==> config.mk <==
export PLATFORM = sky130hd
export DESIGN_NAME = qspi_dac_ctrl
export DESIGN_NICKNAME = d
export VERILOG_FILES = /design/src/rtl/qspi_dac_pkg.sv /design/src/rtl/qspi_dac_ctl.sv /design/src/rtl/qspi_dac_dp.sv /design/src/rtl/qspi_dac_ctrl.sv
export SDC_FILE = /design/constraint.sdc
export NUM_CORES = 1
export LEC_CHECK = 0
export ABC_AREA = 1
export CAP_MARGIN = 20
export CORE_ASPECT_RATIO = 1.1
export CORE_MARGIN = 10
export CORE_UTILIZATION = 48
export DETAILED_ROUTE_END_ITERATION = 8
export PLACE_DENSITY = 0.77
export SLEW_MARGIN = 20
export SYNTH_ARGS = -nofsm -noshare
export SYNTH_HDL_FRONTEND = slang
export SYNTH_SLANG_ARGS = --single-unit
==> constraint.sdc <==
create_clock -name clk -period 2.2 [get_ports clk]
set_input_delay 0.22 -clock clk [delete_from_list [all_inputs] [get_ports clk]]
set_output_delay 0.22 -clock clk [all_outputs]
set_load 0.02 [all_outputs]
==> src/rtl/qspi_dac_pkg.sv <==
package qspi_dac_pkg;
  localparam int LANES   = 4;
  localparam int WORD_W  = 16;
  localparam int ADDR_W  = 7;
  localparam int INSTR_W = ADDR_W + 1;
  localparam int SHIFT_W = 2 * WORD_W;
  localparam int PAIR_NIBS  = SHIFT_W / LANES;
  localparam int INSTR_NIBS = INSTR_W / LANES;
  localparam int NIB_W   = $clog2(PAIR_NIBS);

  typedef enum logic [1:0] {
    ST_IDLE,
    ST_INSTR,
    ST_DATA,
    ST_STREAM
  } ctlState_t;

  typedef struct packed {
    logic loadCmd;
    logic shift;
    logic loadPair;
    logic capture;
    logic sclkLow;
    logic sclkHigh;
    logic sclkFlip;
    logic csAssert;
    logic csRelease;
    logic oeOn;
    logic oeOff;
  } dpCtl_t;
endpackage

==> src/rtl/qspi_dac_ctl.sv <==
module qspi_dac_ctl
  import qspi_dac_pkg::*;
#(
  parameter int CFG_DIV    = 8,
  parameter int STREAM_DIV = 2
) (
  input  logic   clk,
  input  logic   rstN,
  input  logic   cmdStart,
  input  logic   cmdRead,
  input  logic   cmdWide,
  input  logic   cmdDdr,
  input  logic   cmdStream,
  output dpCtl_t ctl,
  output logic   sampleReady,
  output logic   busy,
  output logic   done
);
  localparam int CNT_W = (CFG_DIV > 2) ? $clog2(CFG_DIV) : 1;
  localparam int LEN_W = CNT_W + 1;

  ctlState_t        state, stateNx;
  logic [CNT_W-1:0] beatCnt, beatNx;
  logic [NIB_W-1:0] nibCnt, nibNx;
  logic             modeRead, modeWide, modeDdr, modeStream;
  logic             doneNx;
  logic [LEN_W-1:0] beatLen;
  logic             sdrBeat, beatEnd, midHit, lastNib, endTxn;

  always_comb begin
    case (state)
      ST_INSTR:  beatLen = modeStream ? LEN_W'(STREAM_DIV) : LEN_W'(CFG_DIV);
      ST_DATA:   beatLen = modeDdr ? LEN_W'(CFG_DIV / 2) : LEN_W'(CFG_DIV);
      ST_STREAM: beatLen = modeDdr ? LEN_W'(STREAM_DIV / 2) : LEN_W'(STREAM_DIV);
      default:   beatLen = LEN_W'(CFG_DIV);
    endcase
  end

  always_comb begin
    case (state)
      ST_INSTR:  lastNib = (nibCnt == NIB_W'(INSTR_NIBS - 1));
      ST_DATA:   lastNib = modeWide ? (nibCnt == NIB_W'(WORD_W / LANES - 1))
                                    : (nibCnt == NIB_W'(INSTR_W / LANES - 1));
      ST_STREAM: lastNib = (nibCnt == NIB_W'(PAIR_NIBS - 1));
      default:   lastNib = 1'b0;
    endcase
  end

  assign sdrBeat = (state == ST_INSTR) || !modeDdr;
  assign beatEnd = ({1'b0, beatCnt} == beatLen - LEN_W'(1));
  assign midHit  = sdrBeat && ({1'b0, beatCnt} == (beatLen >> 1) - LEN_W'(1));

  always_comb begin
    ctl         = '0;
    stateNx     = state;
    beatNx      = beatCnt + CNT_W'(1);
    nibNx       = nibCnt;
    doneNx      = 1'b0;
    sampleReady = 1'b0;
    endTxn      = 1'b0;
    if (state == ST_IDLE) begin
      beatNx = '0;
      nibNx  = '0;
      if (cmdStart) begin
        ctl.loadCmd  = 1'b1;
        ctl.csAssert = 1'b1;
        ctl.oeOn     = 1'b1;
        ctl.sclkLow  = 1'b1;
        stateNx      = ST_INSTR;
      end
    end else begin
      if (midHit) ctl.sclkHigh = 1'b1;
      if (state == ST_DATA && modeRead && beatEnd) ctl.capture = 1'b1;
      if (beatEnd) begin
        beatNx = '0;
        nibNx  = nibCnt + NIB_W'(1);
        if (!lastNib) begin
          ctl.shift = 1'b1;
          if (sdrBeat) ctl.sclkLow = 1'b1;
          else         ctl.sclkFlip = 1'b1;
        end else if (state == ST_INSTR && !modeStream) begin
          stateNx   = ST_DATA;
          nibNx     = '0;
          ctl.shift = 1'b1;
          if (modeRead) ctl.oeOff = 1'b1;
          if (modeDdr) ctl.sclkFlip = 1'b1;
          else         ctl.sclkLow = 1'b1;
        end else if (state != ST_DATA && cmdStream) begin
          sampleReady  = 1'b1;
          ctl.loadPair = 1'b1;
          stateNx      = ST_STREAM;
          nibNx        = '0;
          if (modeDdr) ctl.sclkFlip = 1'b1;
          else         ctl.sclkLow = 1'b1;
        end else begin
          endTxn = 1'b1;
        end
      end
      if (endTxn) begin
        stateNx       = ST_IDLE;
        ctl.csRelease = 1'b1;
        ctl.sclkLow   = 1'b1;
        ctl.oeOff     = 1'b1;
        doneNx        = 1'b1;
      end
    end
  end

  always_ff @(posedge clk or negedge rstN) begin
    if (!rstN) begin
      state      <= ST_IDLE;
      beatCnt    <= '0;
      nibCnt     <= '0;
      done       <= 1'b0;
      modeRead   <= 1'b0;
      modeWide   <= 1'b0;
      modeDdr    <= 1'b0;
      modeStream <= 1'b0;
    end else begin
      state   <= stateNx;
      beatCnt <= beatNx;
      nibCnt  <= nibNx;
      done    <= doneNx;
      if (ctl.loadCmd) begin
        modeRead   <= cmdRead;
        modeWide   <= cmdWide;
        modeDdr    <= cmdDdr;
        modeStream <= cmdStream;
      end
    end
  end

  assign busy = (state != ST_IDLE);
endmodule

==> src/rtl/qspi_dac_dp.sv <==
module qspi_dac_dp
  import qspi_dac_pkg::*;
(
  input  logic              clk,
  input  logic              rstN,
  input  dpCtl_t            ctl,
  input  logic [ADDR_W-1:0] cmdAddr,
  input  logic [WORD_W-1:0] cmdWdata,
  input  logic              cmdWide,
  input  logic              cmdRead,
  input  logic              cmdStream,
  input  logic [WORD_W-1:0] chA,
  input  logic [WORD_W-1:0] chB,
  input  logic              sampleValid,
  input  logic [LANES-1:0]  sdi,
  output logic [LANES-1:0]  sdo,
  output logic              sclk,
  output logic              csN,
  output logic              padOe,
  output logic [WORD_W-1:0] rdData
);
  localparam int PAD_W  = SHIFT_W - INSTR_W - WORD_W;
  localparam int HALF_W = WORD_W / 2;

  logic [SHIFT_W-1:0] shifter, pairReg;
  logic [INSTR_W-1:0] instr;
  logic [WORD_W-1:0]  dataAligned;
  logic               isRegRead;

  assign isRegRead   = cmdRead && !cmdStream;
  assign instr       = {isRegRead, cmdAddr};
  assign dataAligned = cmdWide ? cmdWdata : {cmdWdata[HALF_W-1:0], {HALF_W{1'b0}}};

  always_ff @(posedge clk or negedge rstN) begin
    if (!rstN) begin
      shifter <= '0;
      pairReg <= '0;
      rdData  <= '0;
    end else begin
      if (ctl.loadCmd) begin
        pairReg <= '0;
        if (cmdStream) shifter <= {instr, {(SHIFT_W - INSTR_W){1'b0}}};
        else           shifter <= {instr, dataAligned, {PAD_W{1'b0}}};
        if (isRegRead) rdData <= '0;
      end
      if (ctl.shift) shifter <= shifter << LANES;
      if (ctl.loadPair) begin
        if (sampleValid) begin
          shifter <= {chA, chB};
          pairReg <= {chA, chB};
        end else begin
          shifter <= pairReg;
        end
      end
      if (ctl.capture) rdData <= {rdData[WORD_W-LANES-1:0], sdi};
    end
  end

  always_ff @(posedge clk or negedge rstN) begin
    if (!rstN) begin
      sclk  <= 1'b0;
      csN   <= 1'b1;
      padOe <= 1'b0;
    end else begin
      if (ctl.sclkLow)       sclk <= 1'b0;
      else if (ctl.sclkHigh) sclk <= 1'b1;
      else if (ctl.sclkFlip) sclk <= ~sclk;
      if (ctl.csAssert)       csN <= 1'b0;
      else if (ctl.csRelease) csN <= 1'b1;
      if (ctl.oeOn)       padOe <= 1'b1;
      else if (ctl.oeOff) padOe <= 1'b0;
    end
  end

  assign sdo = shifter[SHIFT_W-1 -: LANES];
endmodule

==> src/rtl/qspi_dac_ctrl.sv <==
module qspi_dac_ctrl
  import qspi_dac_pkg::*;
#(
  parameter int CFG_DIV    = 8,
  parameter int STREAM_DIV = 2
) (
  input  logic              clk,
  input  logic              rstN,
  input  logic              cmdStart,
  input  logic [ADDR_W-1:0] cmdAddr,
  input  logic [WORD_W-1:0] cmdWdata,
  input  logic              cmdWide,
  input  logic              cmdRead,
  input  logic              cmdDdr,
  input  logic              cmdStream,
  input  logic [WORD_W-1:0] chA,
  input  logic [WORD_W-1:0] chB,
  input  logic              sampleValid,
  output logic              sampleReady,
  output logic              busy,
  output logic              done,
  output logic [WORD_W-1:0] rdData,
  output logic              sclk,
  output logic              csN,
  output logic [LANES-1:0]  sdo,
  input  logic [LANES-1:0]  sdi,
  output logic              padOe
);
  dpCtl_t ctl;

  qspi_dac_ctl #(
    .CFG_DIV   (CFG_DIV),
    .STREAM_DIV(STREAM_DIV)
  ) uCtl (
    .clk        (clk),
    .rstN       (rstN),
    .cmdStart   (cmdStart),
    .cmdRead    (cmdRead),
    .cmdWide    (cmdWide),
    .cmdDdr     (cmdDdr),
    .cmdStream  (cmdStream),
    .ctl        (ctl),
    .sampleReady(sampleReady),
    .busy       (busy),
    .done       (done)
  );

  qspi_dac_dp uDp (
    .clk        (clk),
    .rstN       (rstN),
    .ctl        (ctl),
    .cmdAddr    (cmdAddr),
    .cmdWdata   (cmdWdata),
    .cmdWide    (cmdWide),
    .cmdRead    (cmdRead),
    .cmdStream  (cmdStream),
    .chA        (chA),
    .chB        (chB),
    .sampleValid(sampleValid),
    .sdi        (sdi),
    .sdo        (sdo),
    .sclk       (sclk),
    .csN        (csN),
    .padOe      (padOe),
    .rdData     (rdData)
  );
endmodule

### Yosys cells after proc, flatten, opt, wreduce, memory -nomap -nowiden

Index checks and enable logic that the tools add are counted.

| cells by class | value |
|---|---|
| muxes and demuxes | 80 |
| equality and inequality tests | 10 |
| bitwise operators | 1 |
| add/sub/neg operators | 4 |
| reductions and logical operators | 24 |

Operator list:

| kind | count |
|---|---|
| 2-to-1 mux 32 bit | 7 |
| 2-to-1 mux 16 bit | 4 |
| 2-to-1 mux 1 bit | 46 |
| 2-to-1 mux 24 bit | 1 |
| 2-to-1 mux 3 bit | 8 |
| 2-to-1 mux 2 bit | 10 |
| case mux 4 bit (3 select lines) | 1 |
| nonzero test 2 bit | 6 |
| nonzero test 3 bit | 4 |
| == test 3 x 4 -> 1 bit | 2 |
| 2-to-1 mux 4 bit | 2 |
| adder 3 x 1 -> 3 bit (second input constant) | 2 |
| logical AND 1 bit | 6 |
| == test 2 bit (second input constant) | 2 |
| inequality test 2 bit (second input constant) | 2 |
| AND reduction 4 bit | 1 |
| nonzero test 4 bit | 1 |
| subtractor 3 x 1 -> 4 bit (second input constant) | 1 |
| subtractor 4 x 1 -> 4 bit (second input constant) | 1 |
| == test 3 x 1 -> 1 bit (second input constant) | 1 |
| == test 3 x 2 -> 1 bit (second input constant) | 1 |
| == test 3 bit (second input constant) | 1 |
| logical NOT 1 bit | 3 |
| case mux 1 bit (3 select lines) | 1 |
| 5 further kinds | 5 |

| word-level totals | value |
|---|---|
| logic and storage cells | 133 |
| register bits after elaboration | 96 |
| output and inout port bits | 26 |
| input port bits | 67 |

### Logic depth before layout (Yosys ltp)

Gate-level depths: netlist (run 1).

| depth | value |
|---|---|
| depth after elaboration | 11 |
| depth in mapped cells | 17 |
| gate-level depth less buffers | 15 |

### Modules after synthesis

Synthesis (run 1) repeated with hierarchy kept, for this count alone.

| second synthesis, totals | value |
|---|---|
| cell total of the unflattened synthesis | 701 |
| area, all modules | 5,285.1 µm² |

By module, submodules not included:

| module | sequential area each (µm²) | area an instance (µm²) | cells an instance | times used |
|---|---|---|---|---|
| qspi_dac_dp | 2,078.2 | 4,144.0 | 547 | 1 |
| qspi_dac_ctl | 325.3 | 1,141.1 | 154 | 1 |

### Worst setup path after synthesis (run 1)

OpenSTA, ideal clock, no wires.

| path | value |
|---|---|
| path type | register -> register |
| start | register uCtl.state[1] |
| end | register uDp.shifter[6] |
| period minus slack after synthesis | 2,141 ps |
| path buffers | 2 |
| stages on the path, launching flop included | 16 |
| data arrival time | 2,011 ps |
| setup time | 130 ps |
| path slack | 59 ps |
| cells stage by stage | dfrtp_1 > buf_6 > inv_2 > nand3_1 > nand2_1 > inv_2 > ha_1 > o211ai_1 > nand3_2 > nand2_1 > nor2_4 > nand2_4 > inv_4 > buf_4 > a22oi_1 > o21ai_0 |

| between the ends | value |
|---|---|
| cells in the longest elaborated chain, start to end | 8 |
| elaborated cells on any way between the ends | 22 |
| classes of those cells | 1 x add/sub; 5 x eq/ne; 12 x mux; 4 x reduce/logical |

RTL lines:

| what | line | source |
|---|---|---|
| start: declaration | qspi_dac_ctl.sv:22 | `ctlState_t state, stateNx;` |
| start signal: assignment | qspi_dac_ctl.sv:120 | `state <= stateNx;` |
| == test 2 bit (tied with other cells) | qspi_dac_ctl.sv:31, qspi_dac_ctl.sv:40 |  |
| case mux 4 bit (3 select lines) (tied with other cells) | qspi_dac_ctl.sv:31 | `case (state)` |
| subtractor 4 x 1 -> 4 bit (tied with other cells) | qspi_dac_ctl.sv:50 | `assign beatEnd = ({1'b0, beatCnt} == beatLen - LEN_W'(1));` |
| == test 3 x 4 -> 1 bit (tied with other cells) | qspi_dac_ctl.sv:50 |  |
| 2-to-1 mux 2 bit or 2-to-1 mux 1 bit (tied branches) | qspi_dac_ctl.sv:74, qspi_dac_ctl.sv:77 |  |
| 2-to-1 mux 3 bit or 2-to-1 mux 2 bit (tied branches) | qspi_dac_ctl.sv:61, qspi_dac_ctl.sv:74 |  |
| 2-to-1 mux 32 bit or 2-to-1 mux 3 bit (tied branches) | qspi_dac_dp.sv:46, qspi_dac_ctl.sv:61 |  |
| 2-to-1 mux 32 bit or nonzero test 3 bit (tied branches) | - |  |
| end signal: assignment | qspi_dac_dp.sv:46 | `if (ctl.shift) shifter <= shifter << LANES;` |
| end signal: assignment | qspi_dac_dp.sv:49 | `shifter <= {chA, chB};` |
| end signal: assignment | qspi_dac_dp.sv:52 | `shifter <= pairReg;` |
| end: declaration | qspi_dac_dp.sv:25 | `logic [SHIFT_W-1:0] shifter, pairReg;` |

Parallel ways exist; a longest one is shown, timed or not.
A chain may end at the register's enable or synchronous reset.

### Worst setup path in the final report (run 1)

| path | value |
|---|---|
| start | register uCtl.state[1] |
| end | register uDp.shifter[16] |

The elaborated chain is that of the path after synthesis.

==> results of run 1 <==
## layout by cell type (no fill, tap or decap), types with 5 or more instances in the layout
cell | Yosys | layout
inv_2 | 8 | 7
o21ai_1 | 4 | 15
nand2_2 | 2 | 12
clkdlybuf4s50_1 | 0 | 88
dfrtp_1 | 95 | 93
nand3_2 | 2 | 6
buf_6 | 2 | 9
clkbuf_16 | 0 | 11
o31ai_2 | 0 | 7
nor2_1 | 34 | 29
ha_1 | 6 | 5
buf_12 | 0 | 5
o22ai_1 | 15 | 14
o21ai_0 | 82 | 70
inv_1 | 65 | 64
nand4_1 | 35 | 35
nand2_1 | 214 | 204
nand3_1 | 49 | 44
buf_4 | 9 | 54
## critical path, cell delays in order, from the launching register on
cell and delay [ns]:
dfrtp_2 0.44, inv_2 0.07, nand3_2 0.06, nand2_2 0.09, inv_2 0.05, ha_4 0.15, o211ai_1 0.25, nand3_2 0.12
nand2_2 0.11, nor2_4 0.05, nand2_4 0.10, buf_12 0.14, nand3_4 0.10, buf_12 0.19, nand2_1 0.10, o21ai_0 0.09
## cell families (layout without fill, tap and decap cells)
kind of cell             after synthesis  after routing
flip-flops                            96             96
adder cells (fa/ha/maj)                6              6
buffers and inverters                120            253
AND/OR/NAND/NOR                      344            346
multiplexers                           2              2
XOR/XNOR                               3              3
AO/OA/AOI/OAI                        116            116
## path summary, 6_finish.rpt
check	startpoint	to	slack [ns]	cells past startpoint
setup reg to reg	uCtl.state[1]$_DFFE_PN0P_	uDp.shifter[16]$_DFFE_PN0P_	-0.04	15
setup / recovery	uCtl.state[1]$_DFFE_PN0P_	uDp.shifter[16]$_DFFE_PN0P_	-0.04	15
min in group clk	sdi[0]	uDp.rdData[0]$_DFFE_PN0P_	0.45	3
hold reg to reg	uDp.csN$_DFFE_PN1P_	uDp.csN$_DFFE_PN1P_	0.47	2
hold / removal	rstN	uDp.sclk$_DFFE_PN0P_	0.43	2
max in group asynchronous	rstN	uDp.csN$_DFFE_PN1P_	1.05	3
## through the flow
stage	setup TNS, ns	area, µm²	total power, W	instances
2_1_floorplan	0	5200	0.00540	687
6_report	-0.102	7190	0.00913	965
4_1_cts	-0.0430	6840	0.00874	947
3_5_place_dp	-5.34	6450	0.00699	926
3_3_place_gp	-0.0639	6450	0.00686	926
5_1_grt	-4.71	7190	0.00975	965
## sequential cells by signal (all words and copies together) (netlist names)
signal / cells
uDp.pairReg: 32
uDp.shifter: 32
uDp.rdData: 16
uCtl.beatCnt: 3
uCtl.nibCnt: 3
uCtl.state: 2
uCtl.done: 1
uCtl.modeDdr: 1
uCtl.modeRead: 1
uCtl.modeStream: 1
uCtl.modeWide: 1
uDp.csN: 1
uDp.padOe: 1
uDp.sclk: 1
## timing repair
| item | CTS | global route |
|---|---|---|
| resized for setup | 20 | 58 |
| cloned | 1 | 6 |
| hold buffers | 1 | 0 |
| endpoints found under the setup margin | 57 | 79 |
| pin swaps | 4 | 10 |
| endpoints found under the hold margin | 40 | 0 |
| setup buffers | 3 | 12 |
## power groups by stage
stage,Combinational [W],Sequential [W],Clock [W]
6_report,0.00469,0.00286,0.00158
5_1_grt,0.00515,0.00293,0.00167
4_1_cts,0.00430,0.00284,0.00160
3_5_place_dp,0.00413,0.00287,0
3_3_place_gp,0.00402,0.00284,0
2_1_floorplan,0.00241,0.00299,0
## metal layers
metal | routed length [µm] | GRT usage (%)
met5 | 0 | 0
met4 | 365 | 5.68
met3 | 807 | 2.91
met2 | 7970 | 32.2
met1 | 6470 | 23.2
## final cells by class
type | count | share of cell area, %
sequential | 96 | 33.5
multi-input combinational | 473 | 33.9
timing repair buffer | 163 | 22.0
clock buffer | 10 | 3.18
tap | 143 | 2.49
clock inverter | 6 | 0.957
inverter | 74 | 4.04
==> run metrics, run 1 <==
status finished with violations; violated checks setup timing; drt via density 5.37; largest net degree at the start of global routing 45; share of cells above drive strength 1 17.6%; Worst Path Max Fanout 26; Antenna Violating Nets Remaining 0; Worst EP required 2.42 ns; # DRC 0; n_diodes 0; total number of vias 5183; Mapped Nets 760; # setup viols final 4; hpwl dp 10.6 mm; total CTS buffers 9; Slew HR 50.6%; RSZ-0062 raised after global routing true; num rows 39; simple-gate share of the synthesized area 29.4%; final worst path period share 102%; Clock Skews 0.00900 ns; RePlAce Congestion 0.860; post-synth top area share 45.7%; mux contribution to synthesized area 0.385%; number of synthesized flops with an enable pin 0; Max IR drop VDD 0.604 mV; Area growth, synth to finish 38.2%; register area 2410 µm²; Leak Pwr 3.50 nW; Starting Density 49.6%; grt ovf 0; Mapped Area 5200 µm²; utilization after layout 68.6%; drt wl/cell 16.2 µm; crit start category register; post-synthesis average cell area 7.57 µm²; total track usage 18.5%; Total Nets Final 890; vias in the first global route 4968; combinational share of power 51.4%; largest family of logic cells by synthesized area simple AND/OR/NAND/NOR gates; clock sinks 96; cell internal pwr 0.00541 W; worst path arrival time 2.46 ns; core area 10500 µm²; fin worst setup slack -0.0419 ns; drt first-iter violations 350; Setup CP Type reg2reg; Max Root-Sink Buffers 2; Post-synth top cells nand2_1, dfrtp_1, o21ai_0; clock share of power 17.3%; Pwr Density 1270 nW/µm²; Yosys reg bits 96; Synth area leader dfrtp_1; WL final 15.6 mm; initial antenna violation count 0; I/O Buffers 92; die height 129 µm; switching power total 0.00371 W; post-synthesis sequential area ratio 46.2%; top-count cell post-synth nand2_1; first-pass GRT wire length 23.8 mm; DR pass1 iterations 5; Worst-path clk slew 0.07 ns; asr flop ratio synth 100%; Hold Fails Final Rpt 0; Slew @ Worst Pin 0.741 ns; Clock Latency Late Sink 0.34 ns; post-synthesis compound-gate area fraction 12.1%; Yosys warnings 0; CTS tree built; Top-Level Pins 93; Final min period 2.24 ns; library cells used by synthesis 36; fill count 836; switch share 40.7%; # H-tree levels 3; Max Fclk 446 MHz; pre-CTS setup slack -0.169 ns; area of the multi-input gates 2440 µm²; post-synthesis cell count 687; Synth Area in XOR/XNOR 0.505%; Slew Limit Fails 0; area of the die 15400 µm²; die extent in x 119 µm; Worst Hold Class in2async; max cap viols 0; most common flop cell mapped by yosys dfrtp_1; Synth Area in Adders 1.44%; Synth area leaders dfrtp_1, nand2_1, o21ai_0, nand3_1, inv_1; root buf cell clkbuf_16; sequential share of power 31.3%; Worst Setup End Kind register; worst hold slack 0.425 ns
Note: power is estimated with default switching activity, not from simulation.
==> inputs of run 2 (changes only) <==
- ABC_AREA: 1 -> 0
- GPL_TIMING_DRIVEN: default -> 0
==> run 2 against run 1 <==
Against the previous run: the flow still finishes with violations (setup timing); core utilization is 4.9 points higher; clock-buffer cell count grew 2; via count shrank 9.4%; cell count is 15% lower; largest power group unchanged.
==> run metrics, run 2 <==
status finished with violations; violated checks setup timing; most common flop cell mapped by yosys dfrtp_1; Pwr Density 1200 nW/µm²; post-synthesis sequential area ratio 45.8%; Slew HR 45.5%; area of the die 15500 µm²; total number of vias 4697; Mapped Area 5250 µm²; largest registers in the final layout uDp.pairReg: 32 flops, uDp.shifter: 32 flops, uDp.rdData: 16 flops; core area 10500 µm²; Final min period 2.83 ns; num rows 39; setup_tns -46.81 ns; worst path arrival time 3.05 ns; Slew Limit Fails 0; pre-CTS setup slack -0.870 ns; CTS tree built; hpwl dp 10.6 mm; Hold Fails Final Rpt 0; top-count cell post-synth dfrtp_1; Post-synth top cells dfrtp_1, nand2_1, inv_1; most common cell after layout, fill and taps aside dfrtp_1; Worst Setup End Kind register; post-synthesis average cell area 9.79 µm²; Area growth, synth to finish 47.6%; total track usage 19.2%; Starting Density 49.8%; RSZ-0062 raised after global routing true; root buf cell clkbuf_16; fill count 730; fin worst setup slack -0.630 ns; post-synth top area share 45.3%; register area 2410 µm²; overall power 0.00930 W; worst hold slack 0.330 ns; DR pass1 iterations 5; asr flop ratio synth 100%; area of the multi-input gates 2800 µm²; Max Root-Sink Buffers 2; largest net degree at the start of global routing 67; Clock Latency Late Sink 0.34 ns; Leak Pwr 3.52 nW; Clock Skews 0.00445 ns; library cells used by synthesis 55; Worst Hold Class in2async; utilization after layout 73.5%; vias in the first global route 4658; # H-tree levels 3; reg2reg start uCtl.state[1]$_DFFE_PN0P_; Setup CP Type reg2reg; Mapped Nets 609; # setup viols final 92; Top-Level Pins 93; Total Nets Final 750; Slew @ Worst Pin 0.818 ns; drt first-iter violations 402; n_diodes 0; drt wl/cell 20.0 µm; I/O Buffers 89; RR Endpoint uDp.shifter[19]$_DFFE_PN0P_; max cap viols 0; worst reg2reg path depth 13; share of cells above drive strength 1 30.6%; number of synthesized flops with an enable pin 0; RePlAce Congestion 0.879; grt ovf 0; Worst EP required 2.42 ns; # DRC 0; Synth area leaders dfrtp_1, mux2i_1, nand2_1, a221o_1, buf_6; Yosys reg bits 96; post-synthesis cell count 536; final worst path period share 129%; initial antenna violation count 0; first-pass GRT wire length 24.0 mm; Antenna Violating Nets Remaining 0; flop2flop setup slack -0.63 ns; clock sinks 96; Worst Path Max Fanout 6; WL final 16.5 mm; Max Fclk 353 MHz; drt via density 5.69; Max IR drop VDD 0.612 mV; die extent in x 120 µm; crit start category register; die height 130 µm; total CTS buffers 9; Yosys warnings 0; Synth area leader dfrtp_1; Worst-path clk slew 0.07 ns; commonest cells after routing, fill and taps aside dfrtp_1, clkdlybuf4s50_1, nand2_1
[run 2: changes by cell type in the layout (fill, tap and decap cells not counted), moves of 13 or more]
cell	before	now
inv_1	64	40
nand4_1	35	0
nand3_1	44	9
a221o_1	0	20
nor3_1	1	17
o21ai_1	15	36
nand3_2	6	23
buf_4	54	28
mux2i_1	2	35
o21ai_0	70	2
nor2_1	29	12
o22ai_1	14	1
nand2_1	204	62
[run 2: worst max path at each step]
stage	endpoint	from	slack, ns
floorplan	uDp.shifter[13]$_DFFE_PN0P_	uCtl.state[1]$_DFFE_PN0P_	-0.48
global placement	uCtl.state[1]$_DFFE_PN0P_	rstN	-3.04
detailed placement	sampleReady	uCtl.state[1]$_DFFE_PN0P_	-0.87
CTS	uDp.shifter[4]$_DFFE_PN0P_	uCtl.state[1]$_DFFE_PN0P_	-0.63
global route	uDp.pairReg[25]$_DFF_PN0_	uCtl.state[1]$_DFFE_PN0P_	-0.73
finish	uDp.shifter[19]$_DFFE_PN0P_	uCtl.state[1]$_DFFE_PN0P_	-0.63
[run 2: power breakdown]
part / leakage, nW / internal (W) / switching [W]
Sequential: 1.26 / 0.00229 / 0.000392
Combinational: 2.10 / 0.00255 / 0.00235
Clock: 0.153 / 0.00103 / 0.000681
Total: 3.52 / 0.00587 / 0.00343
[run 2: what timing repair did]
item                                    4_1_cts  5_1_grt
gates resized for setup                      57      107
hold endpoints to repair                     30        0
hold buffers                                  1        0
endpoints found under the setup margin       96       98
buffers inserted                             24       10
pin swaps                                    29       36
gates cloned                                  4        7
[run 2: critical path: stages (launching register included)]
cell and delay [ns]:
dfrtp_2 0.39, buf_6 0.12, nand2b_4 0.05, or2_4 0.26, ha_4 0.16, and2b_1 0.22
buf_6 0.11, o21bai_4 0.05, a22o_4 0.27, and3_4 0.20, buf_8 0.13, buf_12 0.13
a221o_1 0.34, mux2_4 0.28
[run 2: cells by family after synthesis]
group,Yosys count,share of synthesized area (%)
AO/OA/AOI/OAI,118,15.5
XOR/XNOR,7,1.17
adder cells (fa/ha/maj),6,1.43
buffers and inverters,88,9.01
flip-flops,96,45.8
multiplexers,59,12.5
AND/OR/NAND/NOR,162,14.6
[run 2: final cells by class]
| class | instances | share of cell area [%] |
|---|---|---|
| Buffer | 42 | 5.46 |
| Clock buffer | 12 | 3.18 |
| Timing Repair Buffer | 134 | 18.7 |
| Multi-Input combinational cell | 352 | 36.1 |
| Tap cell | 143 | 2.31 |
| Inverter | 42 | 2.17 |
| Clock inverter | 4 | 0.986 |
| Sequential cell | 96 | 31.1 |
[run 2: routing by layer]
metal  track usage, %  wire, µm  vias to the layer above
li1                 -         -                     2145
met1             22.7      6730                     2330
met2             33.6      8420                      187
met3             4.21       926                       35
met4             7.32       464                        0
met5                0         0                        -
[run 2: per-stage QoR]
step	cell area [µm²]	instances
floorplan	5300	536
global placement	6370	768
detailed placement	6400	769
CTS	7170	813
global route	7740	825
finish	7740	825
